$ cat config.mk
export PLATFORM = sky130hd
export DESIGN_NAME = pp_desc_tracker
export DESIGN_NICKNAME = d
export VERILOG_FILES = /design/src/rtl/pp_desc_pkg.sv /design/src/rtl/pp_size_check.sv /design/src/rtl/pp_slot_bank.sv /design/src/rtl/pp_fill_ctrl.sv /design/src/rtl/pp_desc_tracker.sv
export SDC_FILE = /design/constraint.sdc
export NUM_CORES = 1
export LEC_CHECK = 0
export ABC_AREA = 1
export BUFFER_PORTS_ARGS = -buffer_cell sky130_fd_sc_hd__buf_2
export CORE_MARGIN = 3
export CORE_UTILIZATION = 57
export DETAILED_ROUTE_END_ITERATION = 6
export GPL_TIMING_DRIVEN = 1
export HOLD_SLACK_MARGIN = 0.1
export PLACE_DENSITY_LB_ADDON = 0.2
export SKIP_CTS_REPAIR_TIMING = 1
export SYNTH_ARGS = -nofsm -noshare
export SYNTH_HDL_FRONTEND = slang
export SYNTH_HIERARCHICAL = 1
export SYNTH_SLANG_ARGS = --single-unit
$ cat constraint.sdc
create_clock -name clk -period 47.3 [get_ports clk]
set_input_delay 9.46 -clock clk [delete_from_list [all_inputs] [get_ports clk]]
set_output_delay 9.46 -clock clk [all_outputs]
set_load 0.02 [all_outputs]
$ cat src/rtl/pp_desc_pkg.sv
package pp_desc_pkg;

  localparam int ADDR_W = 32;
  localparam int BD_W   = 13;
  localparam int SIZE_W = BD_W + 1;
  localparam int FC_W   = 3;

  typedef enum logic [1:0] {
    KIND_CTRL  = 2'b00,
    KIND_ASYNC = 2'b01,
    KIND_ISOC  = 2'b10,
    KIND_SYNC  = 2'b11
  } chan_kind_e;

  typedef struct packed {
    logic [ADDR_W-1:0] addr;
    logic [BD_W-1:0]   bd;
    logic              rdy;
  } slot_t;

endpackage

$ cat src/rtl/pp_size_check.sv
module pp_size_check
  import pp_desc_pkg::*;
#(
  parameter int SZ_W = SIZE_W,
  parameter int FS_W = FC_W,
  parameter int BDW  = BD_W
) (
  input  chan_kind_e       kind,
  input  logic [SZ_W-1:0]  size,
  input  logic [SZ_W-1:0]  pkt_len,
  input  logic [SZ_W-1:0]  bpf,
  input  logic [FS_W-1:0]  fcnt,
  output logic             ok
);

  localparam int UNIT_W = SZ_W + (1 << FS_W) - 1;
  localparam logic [SZ_W-1:0] MAX_SZ = SZ_W'(1) << BDW;

  logic [UNIT_W-1:0] unit_w;
  logic [UNIT_W-1:0] unit_div;
  logic [UNIT_W-1:0] size_u;
  logic [SZ_W-1:0]   pkt_div;
  logic [SZ_W:0]     two_pkt;
  logic              range_ok;
  logic              isoc_ok;
  logic              sync_ok;

  always_comb begin
    unit_w   = UNIT_W'(bpf) << fcnt;
    unit_div = (unit_w == '0) ? UNIT_W'(1) : unit_w;
    size_u   = UNIT_W'(size);
    pkt_div  = (pkt_len == '0) ? SZ_W'(1) : pkt_len;
    two_pkt  = {pkt_len, 1'b0};
    range_ok = (size != '0) && (size <= MAX_SZ);
    isoc_ok  = (pkt_len != '0) && ((size % pkt_div) == '0) &&
               ({1'b0, size} >= two_pkt);
    sync_ok  = (unit_w != '0) && ((size_u % unit_div) == '0) &&
               (size_u >= unit_w);
    unique case (kind)
      KIND_ISOC: ok = range_ok && isoc_ok;
      KIND_SYNC: ok = range_ok && sync_ok;
      default:   ok = range_ok;
    endcase
  end

endmodule

$ cat src/rtl/pp_slot_bank.sv
module pp_slot_bank
  import pp_desc_pkg::*;
#(
  parameter int NSLOT = 2,
  localparam int IDX_W = (NSLOT > 1) ? $clog2(NSLOT) : 1
) (
  input  logic                    clk,
  input  logic                    rst,
  input  logic                    wr_en,
  input  logic [IDX_W-1:0]        wr_idx,
  input  logic [ADDR_W-1:0]       wr_addr,
  input  logic [BD_W-1:0]         wr_bd,
  input  logic                    clr_en,
  input  logic [IDX_W-1:0]        clr_idx,
  output slot_t [NSLOT-1:0]       slots_o
);

  for (genvar s = 0; s < NSLOT; s++) begin : g_slot
    slot_t slot_q;

    always_ff @(posedge clk) begin
      if (rst) begin
        slot_q <= '0;
      end else if (wr_en && (wr_idx == IDX_W'(s))) begin
        slot_q.addr <= wr_addr;
        slot_q.bd   <= wr_bd;
        slot_q.rdy  <= 1'b1;
      end else if (clr_en && (clr_idx == IDX_W'(s))) begin
        slot_q.rdy  <= 1'b0;
      end
    end

    assign slots_o[s] = slot_q;
  end

endmodule

$ cat src/rtl/pp_fill_ctrl.sv
module pp_fill_ctrl #(
  parameter int CNT_W = 8,
  parameter int NSLOT = 2,
  localparam int IDX_W = (NSLOT > 1) ? $clog2(NSLOT) : 1,
  localparam int LVL_W = $clog2(NSLOT + 1)
) (
  input  logic             clk,
  input  logic             rst,
  input  logic             enq_valid,
  input  logic             size_ok,
  input  logic             cmpl_valid,
  input  logic             svc_valid,
  input  logic             det_valid,
  input  logic [CNT_W-1:0] det_count,
  output logic             enq_accept,
  output logic [IDX_W-1:0] fill_idx,
  output logic [IDX_W-1:0] svc_idx,
  output logic             ready,
  output logic [CNT_W-1:0] done_count,
  output logic             err_size,
  output logic             err_overflow,
  output logic             err_underflow
);

  localparam logic [LVL_W-1:0] LVL_FULL = LVL_W'(NSLOT);
  localparam logic [IDX_W-1:0] IDX_LAST = IDX_W'(NSLOT - 1);

  logic [LVL_W-1:0] level_q;
  logic [CNT_W-1:0] req_q;
  logic [CNT_W-1:0] svc_q;
  logic [CNT_W-1:0] done_q;
  logic [IDX_W-1:0] fill_q;
  logic [IDX_W-1:0] sidx_q;

  logic room;
  logic pending;
  logic svc_take;
  logic svc_dec;
  logic svc_unf;
  logic det_bad;
  logic det_ok;

  always_comb begin
    room       = level_q < LVL_FULL;
    enq_accept = enq_valid && size_ok && room;
    pending    = req_q != svc_q;
    svc_take   = svc_valid && pending;
    svc_dec    = svc_take && (level_q != '0);
    svc_unf    = svc_take && (level_q == '0);
    det_bad    = det_valid && (det_count > done_q);
    det_ok     = det_valid && !det_bad;
  end

  always_ff @(posedge clk) begin
    if (rst) begin
      level_q       <= '0;
      req_q         <= '0;
      svc_q         <= '0;
      done_q        <= '0;
      fill_q        <= '0;
      sidx_q        <= '0;
      err_size      <= 1'b0;
      err_overflow  <= 1'b0;
      err_underflow <= 1'b0;
    end else begin
      level_q <= level_q + LVL_W'(enq_accept) - LVL_W'(svc_dec);
      req_q   <= req_q + CNT_W'(cmpl_valid);
      svc_q   <= svc_q + CNT_W'(svc_take);
      done_q  <= done_q + CNT_W'(svc_dec) - (det_ok ? det_count : '0);
      if (enq_accept) begin
        fill_q <= (fill_q == IDX_LAST) ? '0 : fill_q + IDX_W'(1);
      end
      if (cmpl_valid) begin
        sidx_q <= (sidx_q == IDX_LAST) ? '0 : sidx_q + IDX_W'(1);
      end
      err_size      <= enq_valid && !size_ok;
      err_overflow  <= enq_valid && size_ok && !room;
      err_underflow <= svc_unf || det_bad;
    end
  end

  assign fill_idx   = fill_q;
  assign svc_idx    = sidx_q;
  assign ready      = level_q < LVL_FULL;
  assign done_count = done_q;

endmodule

$ cat src/rtl/pp_desc_tracker.sv
module pp_desc_tracker
  import pp_desc_pkg::*;
#(
  parameter int CNT_W = 8,
  parameter int NSLOT = 2,
  localparam int IDX_W = (NSLOT > 1) ? $clog2(NSLOT) : 1
) (
  input  logic                      clk,
  input  logic                      rst,
  input  logic [1:0]                cfg_kind,
  input  logic [SIZE_W-1:0]         cfg_pkt_len,
  input  logic [SIZE_W-1:0]         cfg_bpf,
  input  logic [FC_W-1:0]           cfg_fcnt,
  input  logic                      enq_valid,
  input  logic [ADDR_W-1:0]         enq_addr,
  input  logic [SIZE_W-1:0]         enq_size,
  input  logic                      cmpl_valid,
  input  logic                      svc_valid,
  input  logic                      det_valid,
  input  logic [CNT_W-1:0]          det_count,
  output logic                      ready,
  output logic [IDX_W-1:0]          fill_idx,
  output logic [IDX_W-1:0]          svc_idx,
  output logic [CNT_W-1:0]          done_count,
  output logic [NSLOT*ADDR_W-1:0]   slot_addr,
  output logic [NSLOT*BD_W-1:0]     slot_bd,
  output logic [NSLOT-1:0]          slot_rdy,
  output logic                      err_size,
  output logic                      err_overflow,
  output logic                      err_underflow
);

  logic                size_ok;
  logic                enq_accept;
  logic [BD_W-1:0]     wr_bd;
  slot_t [NSLOT-1:0]   slots;

  pp_size_check #(
    .SZ_W (SIZE_W),
    .FS_W (FC_W),
    .BDW  (BD_W)
  ) size_chk_i (
    .kind    (chan_kind_e'(cfg_kind)),
    .size    (enq_size),
    .pkt_len (cfg_pkt_len),
    .bpf     (cfg_bpf),
    .fcnt    (cfg_fcnt),
    .ok      (size_ok)
  );

  pp_fill_ctrl #(
    .CNT_W (CNT_W),
    .NSLOT (NSLOT)
  ) ctrl_i (
    .clk           (clk),
    .rst           (rst),
    .enq_valid     (enq_valid),
    .size_ok       (size_ok),
    .cmpl_valid    (cmpl_valid),
    .svc_valid     (svc_valid),
    .det_valid     (det_valid),
    .det_count     (det_count),
    .enq_accept    (enq_accept),
    .fill_idx      (fill_idx),
    .svc_idx       (svc_idx),
    .ready         (ready),
    .done_count    (done_count),
    .err_size      (err_size),
    .err_overflow  (err_overflow),
    .err_underflow (err_underflow)
  );

  assign wr_bd = BD_W'(enq_size - SIZE_W'(1));

  pp_slot_bank #(
    .NSLOT (NSLOT)
  ) bank_i (
    .clk     (clk),
    .rst     (rst),
    .wr_en   (enq_accept),
    .wr_idx  (fill_idx),
    .wr_addr (enq_addr),
    .wr_bd   (wr_bd),
    .clr_en  (cmpl_valid),
    .clr_idx (svc_idx),
    .slots_o (slots)
  );

  for (genvar s = 0; s < NSLOT; s++) begin : g_out
    assign slot_addr[s*ADDR_W +: ADDR_W] = slots[s].addr;
    assign slot_bd[s*BD_W +: BD_W]       = slots[s].bd;
    assign slot_rdy[s]                   = slots[s].rdy;
  end

endmodule

## Yosys cells after proc, flatten, opt, wreduce, memory -nomap -nowiden

Index checks and enable logic that the tools add are counted.

| storage, ports and cells | value |
|---|---|
| flip-flop bits (word level) | 123 |
| input bits | 93 |
| output and inout port bits | 106 |

| operators by class | value |
|---|---|
| add/subtract/negate cells | 9 |
| div/mod/pow operators | 2 |
| magnitude comparators | 5 |
| equal/unequal tests | 3 |
| shifts and indexed selects | 1 |
| mux-type cells | 10 |
| bitwise gates (word level) | 2 |
| reduce and logical (&&, ||, !) cells | 35 |

Operators by type and width:

| cell | number |
|---|---|
| zero test 21 bit | 2 |
| zero test 14 bit | 2 |
| nonzero test 14 bit | 2 |
| adder 8 x 1 -> 8 bit | 3 |
| >= comparator 14 x 21 -> 1 bit | 1 |
| modulo 14 x 21 -> 21 bit | 1 |
| two-way mux 21 bit | 1 |
| nonzero test 21 bit | 1 |
| left shift 14 x 3 -> 21 bit | 1 |
| logical AND 1 bit | 20 |
| >= comparator 14 x 15 -> 1 bit | 1 |
| <= comparator 14 bit (second input constant) | 1 |
| modulo 14 x 14 -> 14 bit | 1 |
| two-way mux 14 bit | 1 |
| subtractor 13 x 1 -> 13 bit (second input constant) | 1 |
| greater-than comparator 8 bit | 1 |
| two-way mux 8 bit | 1 |
| inequality test 8 bit | 1 |
| subtractor 8 bit | 1 |
| two-way mux 1 bit | 6 |
| nonzero test 2 bit | 3 |
| == test 2 bit (second input constant) | 2 |
| zero test 1 bit | 3 |
| adder 1 bit (second input constant) | 2 |
| 7 further kinds | 8 |

## Logic depth before layout (Yosys ltp)

| depth | value |
|---|---|
| depth after elaboration | 13 |
| mapped depth | 338 |

## Hierarchy

The synthesis kept the hierarchy.

Modules (own cells, without submodules):

| module | times used | cells each | area an instance (um^2) |
|---|---|---|---|
| pp_size_check | 1 | 3162 | 18541.5 |
| pp_slot_bank | 1 | 455 | 3569.7 |
| pp_fill_ctrl | 1 | 250 | 1874.3 |
| pp_desc_tracker | 1 | 61 | 297.8 |

## Least setup slack after synthesis

No wires, ideal clock.

| timing path | value |
|---|---|
| kind | input to register |
| start | input port cfg_fcnt[2] |
| end | register bank_i.g_slot[1].slot_q (netlist bit bank_i/slots_o[61]) |
| setup time | 0.132 ns |
| data arrival time | 45.276 ns |
| slack | 1.892 ns |
| cell stages on the path | 321 |
| path buffers | 13 |
| cell sequence | buf_2 -> inv_2 -> buf_2 -> nor3_1 -> a31oi_2 -> nand2_1 -> nor3_1 -> nand4_1 -> nor2_1 -> nor2_1 -> ha_1 -> o21a_1 -> o21ai_0 -> nor2_1 -> nand3b_1 -> inv_1 -> ha_1 -> inv_1 -> [285 not listed] -> a21oi_1 -> inv_1 -> a211oi_1 -> nand2_1 -> a21oi_1 -> nand2_1 -> a21oi_2 -> nand4_1 -> nand2_1 -> nand2_1 -> a21oi_2 -> inv_1 -> nor3_1 -> buf_2 -> nand2_4 -> buf_4 -> nand2_1 -> a21oi_1 |

| on the way | value |
|---|---|
| word-level cells in the longest chain between the ends | 12 |
| elaborated cells between the ends (all ways) | 14 |
| classes of those cells | 1 x div; 1 x order compare; 1 x shift; 2 x mux; 9 x reduce/logical |

Ends and longest elaborated chain:

| item | line | source |
|---|---|---|
| from (decl) | pp_desc_tracker.sv:13 | `input logic [FC_W-1:0] cfg_fcnt,` |
| left shift 14 x 3 -> 21 bit * | pp_size_check.sv:29 | `unit_w = UNIT_W'(bpf) << fcnt;` |
| zero test 21 bit | pp_size_check.sv:30 | `unit_div = (unit_w == '0) ? UNIT_W'(1) : unit_w;` |
| two-way mux 21 bit | pp_size_check.sv:30 |  |
| modulo 14 x 21 -> 21 bit | pp_size_check.sv:37 | `sync_ok = (unit_w != '0) && ((size_u % unit_div) == '0) &&` |
| zero test 21 bit | pp_size_check.sv:37 |  |
| logical AND 1 bit | pp_size_check.sv:37 |  |
| logical AND 1 bit * | pp_size_check.sv:37 |  |
| logical AND 1 bit * | pp_size_check.sv:41 | `KIND_SYNC: ok = range_ok && sync_ok;` |
| case mux 1 bit (2 select lines) * | pp_size_check.sv:39 | `unique case (kind)` |
| net size_ok | pp_desc_tracker.sv:33 | `logic size_ok;` |
| logical AND 1 bit * (2 in a row) | pp_fill_ctrl.sv:45 | `enq_accept = enq_valid && size_ok && room;` |
| net enq_accept | pp_desc_tracker.sv:34 | `logic enq_accept;` |
| logical AND 1 bit * | pp_slot_bank.sv:24 | `end else if (wr_en && (wr_idx == IDX_W'(s))) begin` |
| to (decl) | pp_slot_bank.sv:19 | `slot_t slot_q;` |

Mark *: on every way through the listed nets, which the timed path passes. The rest lies on a longest branch.
A chain may end at the register's enable or synchronous reset.

## Worst setup path in the final report

| timing path | value |
|---|---|
| start | input port cfg_fcnt[0] |
| end | register bank_i.g_slot[0].slot_q (netlist bit bank_i/slots_o[4]) |

| on the way | value |
|---|---|
| word-level cells in the longest chain between the ends | 12 |
| elaborated cells between the ends (all ways) | 14 |
| classes of those cells | 1 x div; 1 x order compare; 1 x shift; 2 x mux; 9 x reduce/logical |

Ends and longest elaborated chain:

| item | line |
|---|---|
| left shift 14 x 3 -> 21 bit * | pp_size_check.sv:29 |
| zero test 21 bit | pp_size_check.sv:30 |
| two-way mux 21 bit | pp_size_check.sv:30 |
| modulo 14 x 21 -> 21 bit | pp_size_check.sv:37 |
| zero test 21 bit | pp_size_check.sv:37 |
| logical AND 1 bit | pp_size_check.sv:37 |
| logical AND 1 bit * | pp_size_check.sv:37 |
| logical AND 1 bit * | pp_size_check.sv:41 |
| case mux 1 bit (2 select lines) * | pp_size_check.sv:39 |
| net size_ok | pp_desc_tracker.sv:33 |
| logical AND 1 bit * (2 in a row) | pp_fill_ctrl.sv:45 |
| net enq_accept | pp_desc_tracker.sv:34 |
| logical AND 1 bit * | pp_slot_bank.sv:24 |
| to (decl) | pp_slot_bank.sv:19 |

Marked as above.

==> flow_summary.toml <==
[detailed_routing]
drc = 0
via_per_inst = 5.60
dr.pass1.iters = 6
ant_nets = 0
avgRoutedWirePerCell_microns = 16.0
routed_wl_microns = 77200
vias = 27000
drt_iter0_drc = 2400

[worst_setup_path]
crit_fanout = 15
startpoint = "cfg_fcnt[0]"
cp_data_required_time_ns = 47.65
path_common_cell = "nand2_1"
cp.arrival_ns = 45.99
cp_slowest_stage_delay_ns = 0.37
start_kind = "input port"
endpoint_kind = "flip-flop"
critPathKind = "input port to flip-flop"
cpMaxStageDelayCell = "a211o_1"
r2r-start = "ctrl_i/done_count[1]"

[clocking]
clockBufferDepth = 2
insertion_delay_ns = 0.42
clk_pin_slew_worst_paths_ns = 0.06
cts_tree = "yes"
cts_root_buffer = "clkbuf_16"
cts_buffers = 17
htreeDepth = 4
clock_sinks = 123

[sta]
tns_ns = 0
setup-violations-final = 0
max_freq_ghz = 0.0219
fin_ws_ns = 1.66
min_period_over_period = 0.965
skew_ns = 0.00848
hold_violations = 0
relSlewSlack = 0.417
final_max_slew_viol_count = 0
tightest_slew_ns = 0.869
fin_crit_ns = 45.64

[cells_and_area]
nets = 4761
area_delta_synth_final_pct = 22.5
post_route_cells_drive_above_1_share = 0.235

[synthesis]
syn_area_sq_mm = 0.0243
syn_avg_cell_area_sq_um = 6.18
synth_common_cells = "nand2_1 (995), inv_1 (504), ha_1 (393)"
yosysSeqAreaShare = 0.101
async_reset_ff_frac = 0
synth_cells = 3928
synth_cell_types = 67
synth_top_area_frac = 0.202
post-synth-top-count-cell = "nand2_1"
yosys_warnings = 6
synth.area.top_cells = "ha_1 (20%), nand2_1 (15%), dfxtp_1 (10%), inv_1 (7.8%), nand3_1 (5.9%)"
yosys.area.top_type = "ha_1"
synth_ff_type = "dfxtp_1"
ys_ff_latch = 123
synth-edff-count = 0

[floorplan]
die_area_sq_mm = 0.0451
core_sq_mm = 0.0415
rows = 74
die_h_microns = 212
ios = 199
die_w_microns = 212
initial_utilization = 0.585

[worst_hold_path]
hold_path_startpoint = "bank_i/slots_o[61]"
hold_path_class = "flip-flop to flip-flop"

[grt]
grt_pass1_vias = 23400
grt_use_total = 0.299
grt_max_degree = 65
grt_pass1_wl_microns = 113000
grt_overflow = 0
antenna_found_initial = 1

[power_and_ir_drop]
p_leak_nw = 16.0
vdd_ir_drop_max_v = 0.0000371
total_power_mw = 0.776
power_density_mw_per_mm2 = 26.1

[job]
cap_viol_max_count = 0

[placed_design]
hpwl_microns = 55600
gp_congestion = 0.974
place_ws_ns = -1.65
io_buffers = 198

[outcome]
status = "finished, final reports clean"
## layout by cell type (no fill, tap or decap), types with 16 or more instances in the layout
| master | Yosys | final |
|---|---|---|
| buf_6 | 14 | 16 |
| nand2_4 | 9 | 19 |
| nand2_1 | 995 | 900 |
| nand3_2 | 38 | 53 |
| o21ai_2 | 7 | 40 |
| o21ai_1 | 65 | 73 |
| nor2_1 | 303 | 282 |
| a21oi_1 | 282 | 234 |
| nand3b_1 | 54 | 54 |
| nand4_1 | 38 | 38 |
| xor2_1 | 113 | 113 |
| dfxtp_1 | 123 | 122 |
| nand3_1 | 286 | 268 |
| a21oi_2 | 3 | 47 |
| inv_2 | 14 | 34 |
| a21o_1 | 31 | 31 |
| inv_1 | 504 | 480 |
| buf_4 | 22 | 196 |
| nor3_1 | 47 | 35 |
| nor2_2 | 9 | 23 |
| ha_4 | 0 | 49 |
| o21ai_0 | 117 | 71 |
| or2_2 | 66 | 63 |
| buf_2 | 29 | 196 |
| xnor2_1 | 89 | 89 |
| clkbuf_16 | 0 | 22 |
| o21bai_1 | 29 | 26 |
| ha_1 | 393 | 342 |
| nand2_2 | 36 | 122 |
## worst max-delay path, delay by kind of cell
kind,cells,cell delay (ns)
buffers and inverters,42,3.92
AND/OR/NAND/NOR,184,17.36
XOR/XNOR,2,0.25
AO/OA/AOI/OAI,65,9.59
adder cells (fa/ha/maj),20,5.33
## layer usage
layer	global-route usage	up-vias	wire length (microns)
met1	0.408	12200	33900
met3	0.0351	205	5850
met5	0	-	0
met4	0.0847	0	2840
met2	0.498	1010	34700
li1	-	13600	-
## state kept, by name, indices dropped and copies added (netlist names)
register / cells
ctrl_i/svc_q: 8
ctrl_i/err_underflow: 1
ctrl_i/level_q: 2
ctrl_i/svc_idx: 1
ctrl_i/err_size: 1
ctrl_i/req_q: 8
ctrl_i/err_overflow: 1
ctrl_i/fill_idx: 1
ctrl_i/done_count: 8
bank_i/slots_o: 92
## per-stage QoR
stage	instance area (sq um)	utilization	hold slack (ns)	std cells
CTS	27000	0.650	0.459	4724
floorplan	24300	-	0.456	3934
global placement	26400	0.636	0.447	4692
finish	29700	0.717	0.458	4819
detailed placement	26400	0.636	0.450	4692
global route	29700	0.717	0.475	4818
## cells by family after synthesis
group / Yosys count / share of synthesized area
xor gates and xnor gates: 202 / 0.0729
and+or+nand+nor: 1935 / 0.362
other: 1 / 0.000154
buffers and inverters: 639 / 0.109
muxes: 2 / 0.000824
adders and majority gates: 396 / 0.205
DFF: 123 / 0.101
AOI/OAI and AO/OA: 630 / 0.149
## power by group
part | leakage, nW | switching (mW) | internal [mW] | total, mW
clock network | 0.291 | 0.0504 | 0.0830 | 0.133
registers | 1.00 | 0.00587 | 0.112 | 0.118
logic | 14.7 | 0.310 | 0.214 | 0.524
total | 16.0 | 0.367 | 0.409 | 0.776
## final timing paths
| path | end | slack [ns] | cells past startpoint |
|---|---|---|---|
| setup / recovery | bank_i/slots_o[4] | 1.66 | 313 |
| hold / removal | bank_i/slots_o[61] | 0.46 | 2 |
| setup reg to reg | ctrl_i/done_count[6] | 44.17 | 23 |
| hold reg to reg | bank_i/slots_o[61] | 0.46 | 2 |
## layout make-up
type                       instances  area (sq um)
fill                            3495         11700
sequential                       123          2460
antenna                            2          5.00
inverter                         533          2060
timing repair inverter             1          8.76
multi-input combinational       3175         21000
tap                              532           666
timing repair buffer             421          2900
clock buffer                      18           429
clock inverter                    14           169
No activity file was read; power rests on OpenSTA's default activity.
